===== config.mk =====
export PLATFORM = sky130hd
export DESIGN_NAME = dac_cmd_rx
export DESIGN_NICKNAME = d
export VERILOG_FILES = /design/src/rtl/dac_rx_pkg.sv /design/src/rtl/dac_rx_sync.sv /design/src/rtl/dac_rx_shifter.sv /design/src/rtl/dac_rx_decode.sv /design/src/rtl/dac_cmd_rx.sv
export SDC_FILE = /design/constraint.sdc
export NUM_CORES = 1
export LEC_CHECK = 0
export BUFFER_PORTS_ARGS = -buffer_cell sky130_fd_sc_hd__buf_2
export CAP_MARGIN = 10
export CORE_MARGIN = 1.5
export CORE_UTILIZATION = 40
export DETAILED_ROUTE_END_ITERATION = 10
export SYNTH_ARGS = -nofsm -noshare
export SYNTH_HDL_FRONTEND = slang
export SYNTH_SLANG_ARGS = --single-unit
export TNS_END_PERCENT = 100

===== constraint.sdc =====
create_clock -name clk -period 3.53 [get_ports clk]
set_input_delay 0.5295 -clock clk [delete_from_list [all_inputs] [get_ports clk]]
set_output_delay 0.5295 -clock clk [all_outputs]
set_load 0.01 [all_outputs]

===== src/rtl/dac_rx_pkg.sv =====
`timescale 1ns/1ps
package dac_rx_pkg;

  // How the data field of a frame is laid out for a given address.
  typedef enum logic [1:0] {
    GRP_WIDE   = 2'd0,
    GRP_NARROW = 2'd1,
    GRP_ALL    = 2'd2
  } chan_grp_e;

  // Range of addresses that use the 12-bit data layout.
  localparam int NARROW_ADDR_LO = 2;
  localparam int NARROW_ADDR_HI = 5;
  // Addresses at or above this value go to all channels.
  localparam int BCAST_ADDR_LO  = 8;

endpackage


===== src/rtl/dac_rx_sync.sv =====
`timescale 1ns/1ps
module dac_rx_sync #(
  parameter int         WIDTH     = 3,
  parameter int         STAGES    = 2,
  parameter logic [WIDTH-1:0] RESET_VAL = '0
) (
  input  logic             clk,
  input  logic             rst_n,
  input  logic [WIDTH-1:0] d,
  output logic [WIDTH-1:0] q
);

  logic [WIDTH-1:0] stg [STAGES];

  for (genvar i = 0; i < STAGES; i++) begin : g_stage
    if (i == 0) begin : g_first
      always_ff @(posedge clk or negedge rst_n) begin
        if (!rst_n) stg[0] <= RESET_VAL;
        else        stg[0] <= d;
      end
    end else begin : g_next
      always_ff @(posedge clk or negedge rst_n) begin
        if (!rst_n) stg[i] <= RESET_VAL;
        else        stg[i] <= stg[i-1];
      end
    end
  end

  assign q = stg[STAGES-1];

endmodule


===== src/rtl/dac_rx_shifter.sv =====
`timescale 1ns/1ps
module dac_rx_shifter #(
  parameter int FRAME_BITS = 32
) (
  input  logic                  clk,
  input  logic                  rst_n,
  input  logic                  sclk_s,
  input  logic                  sel_s,
  input  logic                  din_s,
  output logic [FRAME_BITS-1:0] frame_word,
  output logic                  frame_done
);

  localparam int CNT_W = $clog2(FRAME_BITS + 1);
  localparam logic [CNT_W-1:0] LAST_IDX = CNT_W'(FRAME_BITS - 1);

  logic                  sclk_q, sel_q;
  logic                  sclk_fall, sel_fall;
  logic [CNT_W-1:0]      cnt;
  logic [FRAME_BITS-1:0] shreg;
  logic                  full;
  logic                  done;

  assign sclk_fall = sclk_q & ~sclk_s;
  assign sel_fall  = sel_q & ~sel_s;

  always_ff @(posedge clk or negedge rst_n) begin
    if (!rst_n) begin
      sclk_q <= 1'b1;
      sel_q  <= 1'b1;
      cnt    <= '0;
      shreg  <= '0;
      full   <= 1'b0;
      done   <= 1'b0;
    end else begin
      sclk_q <= sclk_s;
      sel_q  <= sel_s;
      done   <= 1'b0;
      if (sel_s || sel_fall) begin
        // Select high (abort or idle), or a new frame starting: clear everything.
        cnt   <= '0;
        shreg <= '0;
        full  <= 1'b0;
      end else if (sclk_fall && !full) begin
        shreg <= {shreg[FRAME_BITS-2:0], din_s};
        cnt   <= cnt + 1'b1;
        if (cnt == LAST_IDX) begin
          full <= 1'b1;
          done <= 1'b1;
        end
      end
    end
  end

  assign frame_word = shreg;
  assign frame_done = done;

  // The bit count never goes past the frame length.
  a_r8_cnt_bound: assert property (@(posedge clk) disable iff (!rst_n)
    cnt <= CNT_W'(FRAME_BITS));

  // Select high clears the count and the full flag on the next cycle.
  a_r7_abort_clears: assert property (@(posedge clk) disable iff (!rst_n)
    sel_s |=> (cnt == '0 && !full));

  // Once full, further serial edges leave the frame untouched.
  a_r8_full_frozen: assert property (@(posedge clk) disable iff (!rst_n)
    (full && !sel_s) |=> $stable(shreg));

  // A frame completes only while select is held low.
  a_r7_done_in_frame: assert property (@(posedge clk) disable iff (!rst_n)
    done |-> (full && !sel_q));

endmodule


===== src/rtl/dac_rx_decode.sv =====
`timescale 1ns/1ps
module dac_rx_decode
  import dac_rx_pkg::*;
#(
  parameter int FRAME_BITS = 32,
  parameter int HEAD_W     = 4,
  parameter int CMD_W      = 4,
  parameter int ADDR_W     = 4,
  parameter int WIDE_W     = 16,
  parameter int NARROW_W   = 12
) (
  input  logic                  clk,
  input  logic                  rst_n,
  input  logic [FRAME_BITS-1:0] frame_word,
  input  logic                  frame_done,
  output logic                  upd_valid,
  output logic [CMD_W-1:0]      upd_cmd,
  output logic [ADDR_W-1:0]     upd_addr,
  output logic [WIDE_W-1:0]     upd_data
);

  localparam int CMD_LSB  = FRAME_BITS - HEAD_W - CMD_W;
  localparam int ADDR_LSB = CMD_LSB - ADDR_W;
  localparam int DATA_MSB = ADDR_LSB - 1;
  localparam int PAD_W    = WIDE_W - NARROW_W;

  function automatic chan_grp_e classify(input logic [ADDR_W-1:0] a);
    if (int'(a) >= BCAST_ADDR_LO)                               return GRP_ALL;
    else if (int'(a) >= NARROW_ADDR_LO && int'(a) <= NARROW_ADDR_HI) return GRP_NARROW;
    else                                                        return GRP_WIDE;
  endfunction

  logic [CMD_W-1:0]  cmd_f;
  logic [ADDR_W-1:0] addr_f;
  logic [WIDE_W-1:0] data_f;
  chan_grp_e         grp;

  assign cmd_f  = frame_word[CMD_LSB +: CMD_W];
  assign addr_f = frame_word[ADDR_LSB +: ADDR_W];
  assign grp    = classify(addr_f);

  always_comb begin
    case (grp)
      GRP_NARROW: data_f = {{PAD_W{1'b0}}, frame_word[DATA_MSB -: NARROW_W]};
      default:    data_f = frame_word[DATA_MSB -: WIDE_W];
    endcase
  end

  always_ff @(posedge clk or negedge rst_n) begin
    if (!rst_n) begin
      upd_valid <= 1'b0;
      upd_cmd   <= '0;
      upd_addr  <= '0;
      upd_data  <= '0;
    end else begin
      upd_valid <= frame_done;
      if (frame_done) begin
        upd_cmd  <= cmd_f;
        upd_addr <= addr_f;
        upd_data <= data_f;
      end
    end
  end

  // The strobe is a single cycle wide.
  a_r2_strobe_single: assert property (@(posedge clk) disable iff (!rst_n)
    upd_valid |=> !upd_valid);

  // A strobe only ever follows a completed frame.
  a_r7_strobe_cause: assert property (@(posedge clk) disable iff (!rst_n)
    upd_valid |-> $past(frame_done));

  // With no completed frame, the fields hold their values.
  a_r7_fields_hold: assert property (@(posedge clk) disable iff (!rst_n)
    !frame_done |=> ($stable(upd_data) && $stable(upd_cmd) && $stable(upd_addr)));

  // Narrow channels carry zeros above the 12-bit field.
  a_r5_narrow_pad: assert property (@(posedge clk) disable iff (!rst_n)
    (upd_valid && int'(upd_addr) >= NARROW_ADDR_LO && int'(upd_addr) <= NARROW_ADDR_HI)
      |-> (upd_data[WIDE_W-1:NARROW_W] == '0));

endmodule


===== src/rtl/dac_cmd_rx.sv =====
`timescale 1ns/1ps
module dac_cmd_rx #(
  parameter int FRAME_BITS  = 32,
  parameter int HEAD_W      = 4,
  parameter int CMD_W       = 4,
  parameter int ADDR_W      = 4,
  parameter int WIDE_W      = 16,
  parameter int NARROW_W    = 12,
  parameter int SYNC_STAGES = 2
) (
  input  logic              clk,
  input  logic              rst_n,
  input  logic              ser_sel_n,
  input  logic              ser_clk,
  input  logic              ser_dat,
  output logic              upd_valid,
  output logic [CMD_W-1:0]  upd_cmd,
  output logic [ADDR_W-1:0] upd_addr,
  output logic [WIDE_W-1:0] upd_data
);

  // Order inside the synchronised vector: {select, clock, data}.
  localparam int PIN_N = 3;

  logic [PIN_N-1:0]      pins_s;
  logic [FRAME_BITS-1:0] frame_word;
  logic                  frame_done;

  dac_rx_sync #(
    .WIDTH     (PIN_N),
    .STAGES    (SYNC_STAGES),
    .RESET_VAL (3'b110)
  ) u_sync (
    .clk   (clk),
    .rst_n (rst_n),
    .d     ({ser_sel_n, ser_clk, ser_dat}),
    .q     (pins_s)
  );

  dac_rx_shifter #(
    .FRAME_BITS (FRAME_BITS)
  ) u_shift (
    .clk        (clk),
    .rst_n      (rst_n),
    .sclk_s     (pins_s[1]),
    .sel_s      (pins_s[2]),
    .din_s      (pins_s[0]),
    .frame_word (frame_word),
    .frame_done (frame_done)
  );

  dac_rx_decode #(
    .FRAME_BITS (FRAME_BITS),
    .HEAD_W     (HEAD_W),
    .CMD_W      (CMD_W),
    .ADDR_W     (ADDR_W),
    .WIDE_W     (WIDE_W),
    .NARROW_W   (NARROW_W)
  ) u_dec (
    .clk        (clk),
    .rst_n      (rst_n),
    .frame_word (frame_word),
    .frame_done (frame_done),
    .upd_valid  (upd_valid),
    .upd_cmd    (upd_cmd),
    .upd_addr   (upd_addr),
    .upd_data   (upd_data)
  );

endmodule


==> results_dict.tcl <==
set metrics [dict create \
    max_freq_mhz 508 \
    rows 29 \
    cts.clk_slew.worst_paths_ns 0.07 \
    diodes 0 \
    htreeDepth 3 \
    status "complete, but fails checks" \
    ys_warn_count 0 \
    fin_nets 245 \
    path_class "reg2reg" \
    cts.repair.resized 0 \
    areaGrowthSynthToFinish_pct 15.1 \
    vias 1721 \
    cts_tree "done" \
    setup_viol 0 \
    viasPerCell 5.36 \
    rsz0062_at_grt "no" \
    cts_root_buf "clkbuf_8" \
    end_kind "flip-flop" \
    cp_max_fo 29 \
    grt_usage_pct 14.6 \
    drive_gt1_share_pct 26.2 \
    netlist_instances 211 \
    first_global_vias 1624 \
    wl_um 4760 \
    die_w_um 85.0 \
    finalSetupTns_ns 0 \
    max-vdd-ir-drop_v 0.000319 \
    p_leak_nw 1.47 \
    worst-path-buf-inv 0 \
    layout_commonest_cell "dfrtp_1" \
    critPathTopFamily "simple AND/OR/NAND/NOR gates" \
    path_cells "nor3b_2 -> and2_1 -> a22o_1" \
    slew_violations 0 \
    postCtsSetupBuffers 0 \
    cts_sinks 69 \
    drtIter0Drc 77 \
    gp_congestion 0.715 \
    fin_crit_ns 1.97 \
    clk_path_buf_depth 2 \
    finalHoldViolations 0 \
    drc 4 \
    cts-buffers-inserted 9 \
    fin_util_pct 48.3 \
    antenna_found_initial 0 \
    dieArea_mm2 0.00723 \
    syn_avg_cell_area_um2 12.8 \
    synth_fp_nets 217 \
    min_path_type "in2async" \
    hold_buffers 0 \
    wire_per_inst_um 14.8 \
    synth_top_area_share_pct 58.6 \
    worst_pin_slew_ns 1.12 \
    grt_pass1_wl_um 8140 \
    seq_area_frac_synth_pct 64.4 \
    cp.arrival_ns 2.24 \
    grt_overflow 0 \
    start_kind "flip-flop" \
    io_pins 30 \
    start_util_pct 41.9 \
    fin_crit_sh_pct 55.7 \
    layout_common_cells "63 x dfrtp_1, 29 x a22o_1, 29 x buf_2, 16 x nor2_1, 15 x o21ai_0" \
    slowest_stage "and2_1" \
    slew_headroom_pct 25.5 \
    dpl.hpwl_um 3020 \
    portBuffers 29 \
    worst_ep_required_time_ns 3.81 \
    fp.dieH_um 85.0 \
    synth_top_area_cell "dfrtp_1" \
    yosys_register_bits 69 \
    ys_types 30 \
    yosys-top-cells-area "dfrtp_1 59%, a22o_1 9.4%, dfstp_2 5.9%" \
    grt_max_degree 30 \
    max_stage_delay_ns 0.85 \
    p_per_area_mw_per_mm2 506 \
    syn-cell-area_mm2 0.00269 \
    violations "design-rule violations" \
    core-area_mm2 0.00642 \
    drv_cap 0 \
    fin_worst_skew_ns 0.00604 \
    clk_latency_ns 0.35 \
    firstDrtPassIters 7 \
    ant_nets 0 \
]
[layer usage]
layer	part of all wire (%)	up-vias	track usage (%)
met5	0	-	0
met4	1.3	0	4.92
met3	4.4	8	6.13
met2	45	37	21.6
met1	50	853	19.6
li1	-	823	-
[worst paths after layout]
| check | from | slack [ns] | cells past startpoint | end |
|---|---|---|---|---|
| worst max-delay path | u_shift.sclk_q$_DFF_PN1_ | 1.56 | 3 | u_shift.frame_word[4]$_DFFE_PN0P_ |
| worst min-delay path | rst_n | 0.20 | 1 | u_dec.upd_data[7]$_DFFE_PN0P_ |
| worst max register to register | u_shift.sclk_q$_DFF_PN1_ | 1.56 | 3 | u_shift.frame_word[4]$_DFFE_PN0P_ |
| worst min register to register | u_sync.stg[5]$_DFF_PN1_ | 0.36 | 0 | u_sync.q[2]$_DFF_PN1_ |
| max in group asynchronous | rst_n | 2.53 | 2 | u_shift.sclk_q$_DFF_PN1_ |
| min in group clk | ser_clk | 0.28 | 1 | u_sync.stg[4]$_DFF_PN1_ |
[per-stage QoR]
stage / hold WS, ns / cells / power (W) / area [µm²] / worst slack (ns)
finish: 0.204 / 321 / 0.00157 / 3100 / 1.56
detailed placement: 0.348 / 305 / 0.000849 / 2870 / 1.56
global placement: 0.338 / 305 / 0.000849 / 2870 / 1.59
floorplan: 0.234 / 211 / 0.000830 / 2690 / 2.12
CTS: 0.225 / 321 / 0.00159 / 3100 / 1.54
global route: 0.253 / 321 / 0.00163 / 3100 / 1.39
[area by class of cell]
cell class	count	area (µm²)
Sequential cell	69	1730
Clock inverter	5	81.3
Timing Repair Buffer	32	168
Tap cell	77	96.3
Multi-Input combinational cell	123	855
Clock buffer	11	151
Fill cell	575	3320
Inverter	4	15.0
[flip-flops by register name (all words and copies together), names as in the netlist]
name / cells
u_dec.upd_addr: 4
u_dec.upd_cmd: 4
u_dec.upd_data: 16
u_dec.upd_valid: 1
u_shift.cnt: 6
u_shift.frame_done: 1
u_shift.frame_word: 28
u_shift.full: 1
u_shift.sclk_q: 1
u_shift.sel_q: 1
u_sync.q: 3
u_sync.stg: 3
[where the power goes]
group          leakage (nW)  switching, W  internal (W)  total [W]
combinational         0.412     0.0000251    0.00000604  0.0000312
sequential            0.939    0.00000307      0.000798   0.000801
clock                 0.116      0.000298      0.000437   0.000735
[cell families after synthesis]
logic type | synth area share [%]
flops | 64.4
compound gates | 16.8
simple gates | 9.85
buf+inv | 3.86
mux | 3.35
xor+xnor | 1.30
fa+ha+maj | 0.465
[cell usage after synthesis]
master	number
o22ai_1	4
xnor2_1	3
buf_2	4
o21a_1	1
nor4b_1	1
a21oi_1	3
mux2_2	8
o21ai_0	15
and2_1	2
buf_4	3
a31oi_1	12
clkbuf_2	1
nand3b_1	12
inv_1	4
nand4bb_1	1
nor2_1	16
nor3b_2	1
nor4bb_1	1
nand2_1	6
nand4_1	1
or2_0	1
dfstp_2	6
dfrtp_1	63
or3_1	3
buf_6	2
xor2_1	1
nor2_2	1
ha_1	1
a22o_1	29
clkbuf_1	5
No activity file was read; power rests on OpenSTA's default activity.
